[src/rtl/sbf_pkg.sv]
package sbf_pkg;
  // Event vector layout shared by the top and the edge detector.
  localparam int EV_FMT_WM  = 0;
  localparam int EV_RX_WM   = 1;
  localparam int EV_FMT_OVF = 2;
  localparam int EV_RX_OVF  = 3;
  localparam int EV_RX_TO   = 4;
  localparam int EV_NUM     = 5;
  // Queue indices for the watermark generate loop.
  localparam int Q_FMT = 0;
  localparam int Q_RX  = 1;
  localparam int Q_NUM = 2;
endpackage

[src/rtl/sbf_queue.sv]
module sbf_queue #(
  parameter int DEPTH = 32,
  parameter int WIDTH = 8,
  localparam int LVL_W = $clog2(DEPTH + 1)
) (
  input  logic             clk_i,
  input  logic             rst_ni,
  input  logic             flush_i,
  input  logic             wr_en_i,
  input  logic [WIDTH-1:0] wr_data_i,
  input  logic             rd_en_i,
  output logic [WIDTH-1:0] rd_data_o,
  output logic [LVL_W-1:0] level_o,
  output logic             full_o,
  output logic             empty_o,
  output logic             drop_o,
  output logic             act_o
);
  localparam int PTR_W = $clog2(DEPTH);

  logic [PTR_W-1:0] wptr_q, wptr_d, rptr_q, rptr_d;
  logic [LVL_W-1:0] lvl_q, lvl_d;
  logic [WIDTH-1:0] mem_q [DEPTH];
  logic             wr_ok, rd_ok;

  function automatic logic [PTR_W-1:0] ptr_inc(input logic [PTR_W-1:0] p);
    return (p == PTR_W'(DEPTH - 1)) ? '0 : p + 1'b1;
  endfunction

  assign full_o  = (lvl_q == LVL_W'(DEPTH));
  assign empty_o = (lvl_q == '0);
  assign wr_ok   = wr_en_i & ~full_o & ~flush_i;
  assign rd_ok   = rd_en_i & ~empty_o & ~flush_i;
  assign drop_o  = wr_en_i & full_o & ~flush_i;
  assign act_o   = wr_ok | rd_ok;
  assign level_o = lvl_q;
  assign rd_data_o = empty_o ? '0 : mem_q[rptr_q];

  always_comb begin
    wptr_d = wptr_q;
    rptr_d = rptr_q;
    lvl_d  = lvl_q;
    if (flush_i) begin
      wptr_d = '0;
      rptr_d = '0;
      lvl_d  = '0;
    end else begin
      if (wr_ok) wptr_d = ptr_inc(wptr_q);
      if (rd_ok) rptr_d = ptr_inc(rptr_q);
      case ({wr_ok, rd_ok})
        2'b10:   lvl_d = lvl_q + 1'b1;
        2'b01:   lvl_d = lvl_q - 1'b1;
        default: lvl_d = lvl_q;
      endcase
    end
  end

  always_ff @(posedge clk_i or negedge rst_ni) begin
    if (!rst_ni) begin
      wptr_q <= '0;
      rptr_q <= '0;
      lvl_q  <= '0;
    end else begin
      wptr_q <= wptr_d;
      rptr_q <= rptr_d;
      lvl_q  <= lvl_d;
    end
  end

  // Storage has no reset; the empty mask hides stale contents.
  always_ff @(posedge clk_i) begin
    if (wr_ok) mem_q[wptr_q] <= wr_data_i;
  end

  a_r2_level_bounded: assert property (@(posedge clk_i) disable iff (!rst_ni)
    lvl_q <= LVL_W'(DEPTH));
  a_r3_level_steady: assert property (@(posedge clk_i) disable iff (!rst_ni)
    (wr_en_i && rd_en_i && !full_o && !empty_o && !flush_i) |=> $stable(lvl_q));
  a_r4_drop_keeps_full: assert property (@(posedge clk_i) disable iff (!rst_ni)
    (wr_en_i && full_o && !rd_en_i && !flush_i) |=> (full_o && $stable(lvl_q)));
  a_r5_flush_empties: assert property (@(posedge clk_i) disable iff (!rst_ni)
    flush_i |=> empty_o);
endmodule

[src/rtl/sbf_idle_timer.sv]
module sbf_idle_timer #(
  parameter int CNT_W = 16
) (
  input  logic             clk_i,
  input  logic             rst_ni,
  input  logic             en_i,
  input  logic             armed_i,
  input  logic             kick_i,
  input  logic [CNT_W-1:0] limit_i,
  output logic             expired_o
);
  logic [CNT_W-1:0] cnt_q, cnt_d;
  logic             run;

  assign run = en_i & armed_i;

  always_comb begin
    cnt_d = cnt_q;
    if (!run || kick_i)        cnt_d = '0;
    else if (cnt_q < limit_i)  cnt_d = cnt_q + 1'b1;
  end

  always_ff @(posedge clk_i or negedge rst_ni) begin
    if (!rst_ni) cnt_q <= '0;
    else         cnt_q <= cnt_d;
  end

  assign expired_o = run & (limit_i != '0) & (cnt_q >= limit_i);

  a_r10_kick_restarts: assert property (@(posedge clk_i) disable iff (!rst_ni)
    kick_i |=> !expired_o);
  a_r9_expiry_persists: assert property (@(posedge clk_i) disable iff (!rst_ni)
    (expired_o && en_i && armed_i && !kick_i && $stable(limit_i)) |=>
      (expired_o || !en_i || !armed_i || !$stable(limit_i)));
endmodule

[src/rtl/sbf_rise_detect.sv]
module sbf_rise_detect #(
  parameter int N = 5
) (
  input  logic         clk_i,
  input  logic         rst_ni,
  input  logic [N-1:0] cond_i,
  output logic [N-1:0] pulse_o
);
  logic [N-1:0] prev_q;

  always_ff @(posedge clk_i or negedge rst_ni) begin
    if (!rst_ni) prev_q <= '0;
    else         prev_q <= cond_i;
  end

  assign pulse_o = cond_i & ~prev_q;

  for (genvar g = 0; g < N; g++) begin : g_chk
    a_r11_single_pulse: assert property (@(posedge clk_i) disable iff (!rst_ni)
      pulse_o[g] |=> !pulse_o[g]);
  end
endmodule

[src/rtl/sbus_fifo_pair.sv]
module sbus_fifo_pair
  import sbf_pkg::*;
#(
  parameter int DEPTH = 32,
  parameter int WIDTH = 8,
  parameter int TO_W  = 16,
  localparam int LVL_W = $clog2(DEPTH + 1)
) (
  input  logic             clk_i,
  input  logic             rst_ni,
  input  logic             fmt_push_i,
  input  logic [WIDTH-1:0] fmt_data_i,
  input  logic             fmt_flush_i,
  input  logic             fmt_pop_i,
  output logic [WIDTH-1:0] fmt_head_o,
  input  logic             rx_push_i,
  input  logic [WIDTH-1:0] rx_data_i,
  input  logic             rx_flush_i,
  input  logic             rx_pop_i,
  output logic [WIDTH-1:0] rx_data_o,
  input  logic [LVL_W-1:0] fmt_wm_lvl_i,
  input  logic [LVL_W-1:0] rx_wm_lvl_i,
  input  logic             fmt_wm_clr_i,
  input  logic             rx_wm_clr_i,
  input  logic             to_en_i,
  input  logic [TO_W-1:0]  to_limit_i,
  output logic [LVL_W-1:0] fmt_level_o,
  output logic [LVL_W-1:0] rx_level_o,
  output logic             fmt_full_o,
  output logic             rx_full_o,
  output logic             fmt_empty_o,
  output logic             rx_empty_o,
  output logic             fmt_wm_irq_o,
  output logic             rx_wm_irq_o,
  output logic             fmt_wm_evt_o,
  output logic             rx_wm_evt_o,
  output logic             fmt_ovf_evt_o,
  output logic             rx_ovf_evt_o,
  output logic             rx_to_evt_o
);
  logic fmt_drop, rx_drop, fmt_act, rx_act, to_hit;
  logic [EV_NUM-1:0] cond, pulse;
  logic [LVL_W-1:0]  lvl   [Q_NUM];
  logic [LVL_W-1:0]  wmark [Q_NUM];
  logic [Q_NUM-1:0]  clr, irq_q, irq_d;

  sbf_queue #(.DEPTH(DEPTH), .WIDTH(WIDTH)) u_fmt (
    .clk_i, .rst_ni, .flush_i(fmt_flush_i), .wr_en_i(fmt_push_i),
    .wr_data_i(fmt_data_i), .rd_en_i(fmt_pop_i), .rd_data_o(fmt_head_o),
    .level_o(fmt_level_o), .full_o(fmt_full_o), .empty_o(fmt_empty_o),
    .drop_o(fmt_drop), .act_o(fmt_act)
  );

  sbf_queue #(.DEPTH(DEPTH), .WIDTH(WIDTH)) u_rx (
    .clk_i, .rst_ni, .flush_i(rx_flush_i), .wr_en_i(rx_push_i),
    .wr_data_i(rx_data_i), .rd_en_i(rx_pop_i), .rd_data_o(rx_data_o),
    .level_o(rx_level_o), .full_o(rx_full_o), .empty_o(rx_empty_o),
    .drop_o(rx_drop), .act_o(rx_act)
  );

  sbf_idle_timer #(.CNT_W(TO_W)) u_timer (
    .clk_i, .rst_ni, .en_i(to_en_i), .armed_i(~rx_empty_o),
    .kick_i(rx_act), .limit_i(to_limit_i), .expired_o(to_hit)
  );

  assign lvl[Q_FMT]   = fmt_level_o;
  assign lvl[Q_RX]    = rx_level_o;
  assign wmark[Q_FMT] = fmt_wm_lvl_i;
  assign wmark[Q_RX]  = rx_wm_lvl_i;
  assign clr          = {rx_wm_clr_i, fmt_wm_clr_i};

  assign cond[EV_FMT_WM]  = (wmark[Q_FMT] != '0) && (lvl[Q_FMT] >= wmark[Q_FMT]);
  assign cond[EV_RX_WM]   = (wmark[Q_RX]  != '0) && (lvl[Q_RX]  >= wmark[Q_RX]);
  assign cond[EV_FMT_OVF] = fmt_drop;
  assign cond[EV_RX_OVF]  = rx_drop;
  assign cond[EV_RX_TO]   = to_hit;

  sbf_rise_detect #(.N(EV_NUM)) u_edges (
    .clk_i, .rst_ni, .cond_i(cond), .pulse_o(pulse)
  );

  // Sticky watermark flags: a set in the same cycle as a clear wins.
  for (genvar g = 0; g < Q_NUM; g++) begin : g_wm
    localparam int EV = (g == Q_FMT) ? EV_FMT_WM : EV_RX_WM;
    always_comb begin
      irq_d[g] = irq_q[g];
      if (clr[g])      irq_d[g] = 1'b0;
      if (pulse[EV])   irq_d[g] = 1'b1;
    end
    always_ff @(posedge clk_i or negedge rst_ni) begin
      if (!rst_ni) irq_q[g] <= 1'b0;
      else         irq_q[g] <= irq_d[g];
    end
    a_r7_wm_sets_flag: assert property (@(posedge clk_i) disable iff (!rst_ni)
      pulse[EV] |=> irq_q[g]);
    a_r8_wm_flag_holds: assert property (@(posedge clk_i) disable iff (!rst_ni)
      (irq_q[g] && !clr[g]) |=> irq_q[g]);
  end

  assign fmt_wm_irq_o  = irq_q[Q_FMT];
  assign rx_wm_irq_o   = irq_q[Q_RX];
  assign fmt_wm_evt_o  = pulse[EV_FMT_WM];
  assign rx_wm_evt_o   = pulse[EV_RX_WM];
  assign fmt_ovf_evt_o = pulse[EV_FMT_OVF];
  assign rx_ovf_evt_o  = pulse[EV_RX_OVF];
  assign rx_to_evt_o   = pulse[EV_RX_TO];

  a_r6_empty_reads_zero: assert property (@(posedge clk_i) disable iff (!rst_ni)
    rx_empty_o |-> (rx_data_o == '0));
  a_r10_no_timeout_idle: assert property (@(posedge clk_i) disable iff (!rst_ni)
    (!to_en_i || rx_empty_o) |-> !rx_to_evt_o);
endmodule

[config.mk]
export PLATFORM = sky130hd
export DESIGN_NAME = sbus_fifo_pair
export DESIGN_NICKNAME = d
export VERILOG_FILES = /design/src/rtl/sbf_pkg.sv /design/src/rtl/sbf_queue.sv /design/src/rtl/sbf_idle_timer.sv /design/src/rtl/sbf_rise_detect.sv /design/src/rtl/sbus_fifo_pair.sv
export SDC_FILE = /design/constraint.sdc
export NUM_CORES = 1
export LEC_CHECK = 0
export BUFFER_PORTS_ARGS = -buffer_cell sky130_fd_sc_hd__buf_4
export CAP_MARGIN = 5
export CORE_ASPECT_RATIO = 0.6
export CORE_MARGIN = 2
export CORE_UTILIZATION = 25
export CTS_BUF_LIST = sky130_fd_sc_hd__clkbuf_16
export CTS_CLUSTER_DIAMETER = 150
export CTS_CLUSTER_SIZE = 12
export DETAILED_ROUTE_END_ITERATION = 8
export PLACE_DENSITY_LB_ADDON = 0.3
export RECOVER_POWER = 50
export SYNTH_ARGS = -nofsm -noshare
export SYNTH_HDL_FRONTEND = slang
export SYNTH_HIERARCHICAL = 1
export SYNTH_SLANG_ARGS = --single-unit
[constraint.sdc]
create_clock -name clk_i -period 4.95 [get_ports clk_i]
set_input_delay 0.99 -clock clk_i [delete_from_list [all_inputs] [get_ports clk_i]]
set_output_delay 0.99 -clock clk_i [all_outputs]
set_load 0.02 [all_outputs]
==> results of run 1 <==
## state kept, by name, summed over array words and instances (netlist names)
name and cells:
u_fmt/rptr_q 5, u_rx/wptr_q 5, rx_wm_irq_o 1, u_edges/prev_q 5
u_rx/level_o 6, u_fmt/level_o 6, u_rx/rptr_q 5, u_timer/cnt_q 16
fmt_wm_irq_o 1, u_fmt/mem_q 256, u_rx/mem_q 256, u_fmt/wptr_q 5
## layer usage
layer,part of all wire,wire length (um),up-vias,GRT usage
met1,0.51,30970,7042,0.2014
met5,0,0,-,0
met4,0.014,867,0,0.02712
li1,-,-,5681,-
met3,0.077,4637,50,0.02176
met2,0.39,23740,456,0.1541
## power breakdown
group	internal, mW	switching, mW
combinational	1.30	1.57
clock	1.93	1.76
sequential	5.32	0.313
## metrics by stage
stage	hold slack, ns	utilization	setup slack (ns)	area, um2
6_report	0.4670	0.2893	0.5562	27780
5_1_grt	0.4946	0.2893	0.3644	27770
4_1_cts	0.4505	0.2902	0.4616	27860
3_5_place_dp	0.4753	0.2747	0.7441	26370
3_3_place_gp	0.4703	0.2747	0.8614	26370
2_1_floorplan	0.5047	-	1.342	24230
## path summary, 6_finish.rpt
check / start / to / slack [ns] / depth (start not counted)
worst max-delay path: u_rx/rptr_q[0]$_DFFE_PN0P_ / rx_data_o[7] / 0.56 / 5
worst min-delay path: rst_ni / u_timer/cnt_q[2]$_DFFE_PN0P_ / 0.47 / 1
worst max register to register: u_rx/level_o[1]$_DFFE_PN0P_ / u_rx/level_o[4]$_DFFE_PN0P_ / 1.62 / 10
worst min register to register: rx_wm_irq_o$_DFFE_PN0P_ / rx_wm_irq_o$_DFFE_PN0P_ / 0.48 / 1
max in group asynchronous: rst_ni / u_rx/rptr_q[0]$_DFFE_PN0P_ / 3.85 / 1
min in group clk_i: rx_wm_irq_o$_DFFE_PN0P_ / rx_wm_irq_o$_DFFE_PN0P_ / 0.48 / 1
## layout make-up
cell class | instances | area, um2 | share of cell area
Clock buffer | 53 | 1326 | 0.04775
Multi-Input combinational cell | 678 | 6964 | 0.2507
Clock inverter | 23 | 162.7 | 0.005856
Inverter | 50 | 187.7 | 0.006757
Antenna cell | 1 | 2.502 | 0.00009009
Sequential cell | 567 | 16760 | 0.6034
Tap cell | 1305 | 1633 | 0.05878
Timing Repair Buffer | 103 | 739.5 | 0.02662
==> out/results.tsv, run 1 <==
stage	metric	value	unit
sta	setup_viol	0	
layout	fillers	9524	
clocking	ctsResizeCount	0	
layout	drive_gt1_frac	0.2293	
yosys	netlist_instances	1359	
status	violations	max-capacitance violations, max-slew violations	
detailed_routing	drtIter0Drc	1092	
grt	overflow	0	
detailed_routing	drc_errors	0	
detailed_routing	drtPass1Iterations	7	
layout	layout.cells.most_common_list	edfxtp_1 (512), mux4_2 (160), nor2_1 (108)	
grt	grt_pass1_vias	13007	
clocking	clk_pin_slew	0.07	ns
clocking	cts_buffers	53	
critical_path	max_stage_delay	0.86	ns
clocking	cts_hold_buf	0	
detailed_routing	routed_via_density	4.759	
critical_path	cp.arrival	3.40	ns
detailed_routing	drt.antenna.violating_nets	0	
critical_path	cp_max_fo	33	
sta	finalClockSkew	0.04822	ns
die	die_area	99490	um2
yosys	synth_area_per_cell	17.83	um2
layout	syn2layout_area_growth	14.66	%
die	io-pin-count	94	
critical_path	start_kind	register	
placement	port_buffers	93	
sta	min_period	4.394	ns
grt	grt_max_degree	56	
placement	gp_congestion	0.7976	
layout	final_common_cell	edfxtp_1	
sta	finalCritPeriodShare	0.8876	
pwr	ir_drop	257.9	uV
layout	nets	1557	
placement	hpwl	39750	um
sta	rsz0062_at_grt	false	
status	status	finished with violations	
grt	grt_pass1_wl	88810	um
sta	fmax	227.6	MHz
layout	fin_cells	2780	
critical_path	slowest_stage	dfrtp_4	
clocking	clkSinkCount	567	
pwr	p_leak	8.940	nW
die	die_h	245.1	um
critical_path	crit_family	multiplexers	
critical_path	cp_cell_sequence	buf_4 > mux4_2 > mux4_2 > a22o_1 > buf_4	
pwr	p_total	12.19	mW
die	core.rowCount	88	
clocking	cts_setup_buffers	0	
detailed_routing	wire_per_inst	21.66	um
placement	dp.cells	2703	
grt	antenna_found_initial	4	
critical_path	required	3.96	ns
clocking	cts_max_path_buffers	3	
clocking	cts_tree	done	
sta	tns	0	ns
clocking	root_buffer	clkbuf_16	
sta	relSlewSlack	-0.1654	
detailed_routing	vias	13229	
worst_hold_path	hp-class	input pin to asynchronous set/reset pin	
yosys	syn_nets	1463	
sta	hold_viol	0	
yosys	synth_warnings	6	
die	start_util	0.2523	
clocking	h-tree-depth	2	
detailed_routing	wirelength	60220	um
pwr	p_per_area	439.0	nW/um2
die	die_width	405.9	um
critical_path	worstSetupEndpointType	output pin	
job	drv_cap	9	
sta	tightest_slew	1.748	ns
critical_path	crit_buf_inv	2	
yosys	netlist_area	24230	um2
clocking	clk_latency	0.63	ns
grt	grt_usage	0.1200	
sta	maxSlewViolCount	198	
critical_path	crit_type	register to output pin	
die	coreArea	96010	um2
(Power assumes the default switching activity.)
==> run 2, diff against run 1 <==
--- a/config.mk
+++ b/config.mk
@@ -6,7 +6,7 @@
 export NUM_CORES = 1
 export LEC_CHECK = 0
 export BUFFER_PORTS_ARGS = -buffer_cell sky130_fd_sc_hd__buf_4
-export CAP_MARGIN = 5
+export CAP_MARGIN = 15
 export CORE_ASPECT_RATIO = 0.6
 export CORE_MARGIN = 2
 export CORE_UTILIZATION = 25
@@ -16,6 +16,7 @@
 export DETAILED_ROUTE_END_ITERATION = 8
 export PLACE_DENSITY_LB_ADDON = 0.3
 export RECOVER_POWER = 50
+export SLEW_MARGIN = 20
 export SYNTH_ARGS = -nofsm -noshare
 export SYNTH_HDL_FRONTEND = slang
 export SYNTH_HIERARCHICAL = 1
==> constraint.sdc (replaced) <==
create_clock -name clk_i -period 4.95 [get_ports clk_i]
set_input_delay 0.2475 -clock clk_i [delete_from_list [all_inputs] [get_ports clk_i]]
set_output_delay 0.2475 -clock clk_i [all_outputs]
set_load 0.02 [all_outputs]
==> run 2 against run 1 <==
  * The flow still finishes with violations (max-capacitance violations, max-slew violations)
  * Flip-flop and latch count stayed put
  * Total power is 0.72% higher
  * Worst hold slack worse by 0.29 ns
  * First-iteration DRC count is 22% higher
  * Critical endpoint is now rx_data_o[1]
==> out/results.tsv, run 2 (synthesis results as in run 1) <==
stage	metric	value	unit	change
sta	finalClockSkew	0.04672	ns	was 0.04822 ns
sta	tightest_slew	1.677	ns	was 1.748 ns
critical_path	crit_type	register to output pin		unchanged
detailed_routing	drtPass1Iterations	5		was 7
critical_path	r2r-end	u_fmt/level_o[4]$_DFFE_PN0P_		was u_rx/level_o[4]$_DFFE_PN0P_
clocking	cts_buffers	53		unchanged
pwr	p_leak	8.963	nW	was 8.940 nW
sta	tns	0	ns	unchanged
sta	fmax	250.4	MHz	was 227.6 MHz
critical_path	r2r_slack	1.60	ns	was 1.62 ns
critical_path	worstSetupEndpointType	output pin		unchanged
layout	n_antenna_cell	0		was 1
sta	relSlewSlack	-0.1180		was -0.1654
grt	grt_max_degree	56		unchanged
detailed_routing	wire_per_inst	22.57	um	was 21.66 um
detailed_routing	wirelength	63110	um	was 60,220 um
die	die_area	99490	um2	unchanged
critical_path	max_stage_delay	1.04	ns	was 0.86 ns
grt	busiest_layer	met1		unchanged
sta	min_period	3.993	ns	was 4.394 ns
worst_hold_path	holdCritStartpoint	to_limit_i[0]		
layout	top_regs	u_fmt/mem_q: 256 flops, u_rx/mem_q: 256 flops, u_timer/cnt_q: 16 flops		unchanged
layout	syn2layout_area_growth	15.02	%	was 14.66%
die	coreArea	96010	um2	unchanged
layout	layout.cells.most_common_list	edfxtp_1 (512), mux4_2 (160), nor2_1 (106)		was edfxtp_1 (512), mux4_2 (160), nor2_1 (108)
detailed_routing	drt.antenna.violating_nets	0		unchanged
detailed_routing	vias	13499		was 13,229
die	io-pin-count	94		unchanged
critical_path	cp.arrival	3.75	ns	was 3.40 ns
sta	maxSlewViolCount	362		was 198
placement	port_buffers	93		unchanged
grt	met1_usage	0.2085		was 0.2014
die	core.rowCount	88		unchanged
critical_path	cp_max_fo	46		was 33
grt	antenna_found_initial	7		was 4
grt	grt_use_met3	0.03772		was 0.02176
sta	rsz0062_at_grt	false		unchanged
worst_hold_path	hp-class	input pin to register		was input pin to asynchronous set/reset pin
clocking	clkSinkCount	567		unchanged
status	status	finished with violations		unchanged
sta	hold_viol	0		unchanged
clocking	cts_tree	done		unchanged
status	violations	max-capacitance violations, max-slew violations		unchanged
critical_path	start_kind	register		unchanged
placement	gp_congestion	0.8189		was 0.7976
worst_hold_path	hold_path_depth	4		
pwr	p_per_area	440.7	nW/um2	was 439.0 nW/um2
detailed_routing	routed_via_density	4.828		was 4.759
grt	grt_pass1_wl	91860	um	was 88,810 um
sta	setup_viol	0		unchanged
detailed_routing	drc_errors	0		unchanged
die	die_h	245.1	um	unchanged
critical_path	reg2reg_depth	10		unchanged
placement	hpwl	42030	um	was 39,750 um
sta	hold_slack	0.1818	ns	was 0.4670 ns
critical_path	slowest_stage	dfrtp_4		unchanged
job	drv_cap	14		was 9
pwr	ir_drop	286.4	uV	was 257.9 uV
critical_path	reg2reg_from	u_fmt/level_o[1]$_DFFE_PN0P_		was u_rx/level_o[1]$_DFFE_PN0P_
clocking	cts_setup_buffers	0		unchanged
detailed_routing	drtIter0Drc	1329		was 1,092
grt	grt_usage	0.1264		was 0.1200
layout	drive_gt1_frac	0.2220		was 0.2293
die	start_util	0.2523		unchanged
clocking	clk_pin_slew	0.08	ns	was 0.07 ns
clocking	cts_max_path_buffers	3		unchanged
clocking	clk_latency	0.63	ns	about the same
clocking	h-tree-depth	2		unchanged
critical_path	cp_cell_sequence	buf_4 > mux4_2 > mux4_2 > a22o_1 > buf_4		unchanged
layout	nets	1574		was 1,557
worst_hold_path	hold_path_end	u_edges/prev_q[4]$_DFF_PN0_		
grt	overflow	0		unchanged
sta	finalCritPeriodShare	0.8067		was 0.8876
grt	grt_pass1_vias	13092		was 13,007
clocking	ctsResizeCount	0		unchanged
grt	gr-usage-met2	0.1548		was 0.1541
die	die_width	405.9	um	unchanged
critical_path	required	4.70	ns	was 3.96 ns
clocking	root_buffer	clkbuf_16		unchanged
layout	final_common_cell	edfxtp_1		unchanged
==> run 2: final cells by class <==
class,count,area [um2]
clock buffer,53,1326
clock inverter,23,158.9
fill,9511,68150
inverter,50,187.7
multi-input combinational,678,6977
sequential,567,16760
tap,1305,1633
timing repair buffer,120,822.0
==> run 2: layer usage <==
layer / share of wire / vias to the layer above / wire (um)
met2: 0.38 / 579 / 23840
met5: 0.0018 / - / 113
met4: 0.015 / 2 / 934
li1: - / 5732 / -
met1: 0.50 / 7121 / 31550
met3: 0.11 / 65 / 6677
==> run 2: critical path, delay by kind of cell (launching register included) <==
family / cells / cell delay, ns
mux: 2 / 1.12
flops: 1 / 1.04
buf+inv: 2 / 0.60
compound gates: 1 / 0.32
==> run 2: where the power goes <==
group | internal (mW) | total [mW] | switching (mW)
Sequential | 5.32 | 5.70 | 0.380
Clock | 1.92 | 3.69 | 1.77
Combinational | 1.29 | 2.89 | 1.60
==> run 2: worst max-delay path by stage <==
stage	start	endpoint	slack [ns]	cells after the start
2_1_floorplan	u_fmt/level_o[0]$_DFFE_PN0P_	u_fmt/level_o[4]$_DFFE_PN0P_	2.13	10
3_3_place_gp	u_rx/rptr_q[0]$_DFFE_PN0P_	rx_data_o[1]	1.56	5
3_5_place_dp	u_rx/rptr_q[0]$_DFFE_PN0P_	rx_data_o[1]	1.58	5
4_1_cts	u_rx/rptr_q[0]$_DFFE_PN0P_	rx_data_o[1]	0.86	5
5_1_grt	u_rx/rptr_q[0]$_DFFE_PN0P_	rx_data_o[1]	0.74	5
6_report	u_rx/rptr_q[0]$_DFFE_PN0P_	rx_data_o[1]	0.96	5
==> run 2: what timing repair did <==
action,4_1_cts,5_1_grt
hold buffers,15,0
endpoints found under the setup margin,0,0
hold endpoints to repair,89,0
==> run 2: metrics by stage <==
stage | total power, mW | std cells | setup WS [ns] | cell area (um2) | util
after floorplan | 7.542 | 1359 | 2.132 | 24230 | -
after global placement | 8.660 | 2705 | 1.558 | 26350 | 0.2744
after detailed placement | 8.694 | 2705 | 1.578 | 26350 | 0.2744
after CTS | 12.47 | 2796 | 0.8641 | 27980 | 0.2915
after global routing | 12.86 | 2796 | 0.7426 | 27870 | 0.2902
final | 12.28 | 2796 | 0.9570 | 27870 | 0.2902
==> run 3, diff against run 2 <==
==> constraint.sdc (replaced) <==
create_clock -name clk_i -period 3.3 [get_ports clk_i]
set_input_delay 0.165 -clock clk_i [delete_from_list [all_inputs] [get_ports clk_i]]
set_output_delay 0.165 -clock clk_i [all_outputs]
set_load 0.02 [all_outputs]
==> run 3 against run 2 <==
  * Total power grew 53%
  * First-iteration DRC count up 17%
  * Count of clock-buffer cells in the layout stayed put
  * Worst hold slack got worse by 0.081 ns
  * The flow still finishes with violations (max-capacitance violations, max-slew violations)
  * Flip-flop and latch count stayed put
  * Sequential share of layout area shrank 2.1 points
  * Largest cell class unchanged
  * Final cell count up 4.0%
  * Utilization grew 1.0 points
==> out/results.tsv, run 3 (synthesis results as in run 1) <==
stage	metric	value	unit	change
status	status	finished with violations		unchanged
status	violations	max-capacitance violations, max-slew violations		unchanged
die	die_area	99490	um2	unchanged
grt	busiest_layer	met1		unchanged
sta	tightest_slew	1.832	ns	was 1.677 ns
worst_hold_path	hold_path_depth	4		unchanged
pwr	swShare	0.3030		was 0.3057
critical_path	start_kind	register		unchanged
sta	setup_viol	0		unchanged
critical_path	r2r_slack	0.35	ns	was 1.60 ns
sta	tns	0	ns	unchanged
layout	ff_latch_area	16760	um2	about the same
job	drv_cap	14		unchanged
clocking	root_buffer	clkbuf_16		unchanged
grt	grt_use_met3	0.02515		was 0.03772
die	die_width	405.9	um	unchanged
clocking	h-tree-depth	2		unchanged
clocking	clk_pin_slew	0.07	ns	was 0.08 ns
pwr	switchingPower	5.675	mW	was 3.754 mW
layout	syn2layout_area_growth	19.18	%	was 15.02%
worst_hold_path	hp-class	input pin to register		unchanged
critical_path	reg2reg_depth	11		was 10
die	coreArea	96010	um2	unchanged
die	start_util	0.2523		unchanged
grt	gr-usage-met2	0.1526		was 0.1548
clocking	cts_tree	done		unchanged
layout	layout.cells.most_common_list	edfxtp_1 (512), mux4_2 (160), buf_4 (158)		was edfxtp_1 (512), mux4_2 (160), nor2_1 (106)
placement	gp_congestion	0.8277		was 0.8189
critical_path	cp.arrival	3.00	ns	was 3.75 ns
critical_path	worstSetupEndpointType	output pin		unchanged
die	die_h	245.1	um	unchanged
placement	hpwl	42460	um	was 42,030 um
layout	nets	1685		was 1,574
layout	final_common_cell	edfxtp_1		unchanged
grt	grt_usage	0.1262		was 0.1264
layout	multi_input_area	6998	um2	was 6977 um2
grt	grt_pass1_vias	13419		was 13,092
layout	fillers	9434		was 9,511
detailed_routing	vias	13914		was 13,499
detailed_routing	drtIter0Drc	1561		was 1,329
grt	overflow	0		unchanged
detailed_routing	routed_via_density	4.786		was 4.828
clocking	clk_latency	0.63	ns	about the same
sta	min_period	3.169	ns	
placement	pre_cts_ws	0.4588	ns	was 1.578 ns
sta	maxSlewViolCount	452		was 362
grt	antenna_found_initial	8		was 7
grt	grt_max_degree	56		unchanged
grt	grt_pass1_wl	92530	um	was 91,860 um
clocking	cts_max_path_buffers	3		unchanged
sta	fmax	315.6	MHz	
placement	dp.cells	2792		was 2,705
pwr	p_leak	9.570	nW	was 8.963 nW
layout	drive_gt1_frac	0.2661		was 0.2220
pwr	ir_drop	353.4	uV	was 286.4 uV
pwr	p_per_area	648.7	nW/um2	was 440.7 nW/um2
detailed_routing	drtPass1Iterations	5		unchanged
clocking	clkSinkCount	567		unchanged
pwr	power.internal	13.05	mW	was 8.526 mW
sta	worst_slack	0.1310	ns	was 0.9570 ns
sta	hold_viol	0		unchanged
detailed_routing	drt.antenna.violating_nets	0		unchanged
detailed_routing	wire_per_inst	21.70	um	was 22.57 um
pwr	power_frac_comb	0.263		was 0.235
layout	fin_cells	2907		was 2,796
critical_path	required	3.13	ns	was 4.70 ns
layout	top_regs	u_fmt/mem_q: 256 flops, u_rx/mem_q: 256 flops, u_timer/cnt_q: 16 flops		unchanged
placement	port_buffers	93		unchanged
grt	met1_usage	0.2184		was 0.2085
clocking	cts_buffers	53		unchanged
sta	relSlewSlack	-0.2215		was -0.1180
pwr	p_seq_frac	0.440		was 0.464
sta	hold_slack	0.1011	ns	was 0.1818 ns
layout	fin_area	28870	um2	was 27,870 um2
placement	postPlaceCellArea	27090	um2	was 26,350 um2
critical_path	cp_max_fo	25		was 46
detailed_routing	drc_errors	0		unchanged
detailed_routing	wirelength	63090	um	was 63,110 um
pwr	clock_power_share	0.297		was 0.301
sta	finalClockSkew	0.04379	ns	was 0.04672 ns
critical_path	crit_type	register to output pin		unchanged
die	core.rowCount	88		unchanged
sta	finalCritPeriodShare	0.9603		
die	io-pin-count	94		unchanged
[run 3: cell types whose count changed in the layout (fill, tap and decap cells not counted), sizes merged]
cell         change
diode            +1
buf             +93
dlygate4sd3     +16
clkbuf           +2
clkinv           -1
[run 3: cell type report]
type | instances | share of cell area
clock buffers | 53 | 0.04594
multi-input cells | 678 | 0.2424
clock inverters | 22 | 0.005504
inverters | 50 | 0.006501
flip-flops and latches | 567 | 0.5806
diodes | 1 | 0.00008667
repair buffers | 231 | 0.06241
well taps | 1305 | 0.05655
[run 3: worst paths after layout]
path                                               from                      endpoint
hold reg to reg                 rx_wm_irq_o$_DFFE_PN0P_       rx_wm_irq_o$_DFFE_PN0P_
setup / recovery            u_fmt/rptr_q[1]$_DFFE_PN0P_                 fmt_head_o[2]
max in group asynchronous                        rst_ni    u_rx/rptr_q[0]$_DFFE_PN0P_
min in group asynchronous                        rst_ni   u_fmt/wptr_q[2]$_DFFE_PN0P_
hold / removal                           rx_wm_lvl_i[1]       rx_wm_irq_o$_DFFE_PN0P_
setup reg to reg           u_fmt/level_o[0]$_DFFE_PN0P_  u_fmt/level_o[4]$_DFFE_PN0P_
[run 3: what timing repair did]
action	CTS	global route
hold buffers	31	0
gates resized for setup	3	1
hold endpoints to repair	582	0
setup buffers	4	4
setup endpoints to repair	17	8
[run 3: power by group through the flow]
| stage | Sequential [mW] | Clock, mW | Combinational [mW] |
|---|---|---|---|
| finish | 8.24 | 5.57 | 4.92 |
| global route | 8.26 | 6.03 | 5.27 |
| CTS | 8.26 | 5.76 | 4.92 |
| detailed placement | 8.46 | 0 | 4.74 |
| global placement | 8.45 | 0 | 4.73 |
| floorplan | 8.34 | 0 | 2.97 |
[run 3: worst max-delay path: stages, from the launching register on]
cell and delay, ns:
dfrtp_4 0.65, buf_12 0.27, buf_12 0.18, mux4_2 0.34, mux4_2 0.51, a22o_1 0.21
buf_4 0.16
[run 3: layer usage]
| metal | vias up | routed length, um |
|---|---|---|
| li1 | 5950 | - |
| met1 | 7293 | 32680 |
| met2 | 614 | 23600 |
| met3 | 57 | 5965 |
| met4 | 0 | 841 |
| met5 | - | 0 |
[run 3: metrics by stage]
| stage | total power [mW] | utilization |
|---|---|---|
| 6_report | 18.73 | 0.3007 |
| 5_1_grt | 19.57 | 0.3007 |
| 4_1_cts | 18.94 | 0.3014 |
| 3_5_place_dp | 13.21 | 0.2821 |
| 3_3_place_gp | 13.18 | 0.2821 |
| 2_1_floorplan | 11.31 | - |
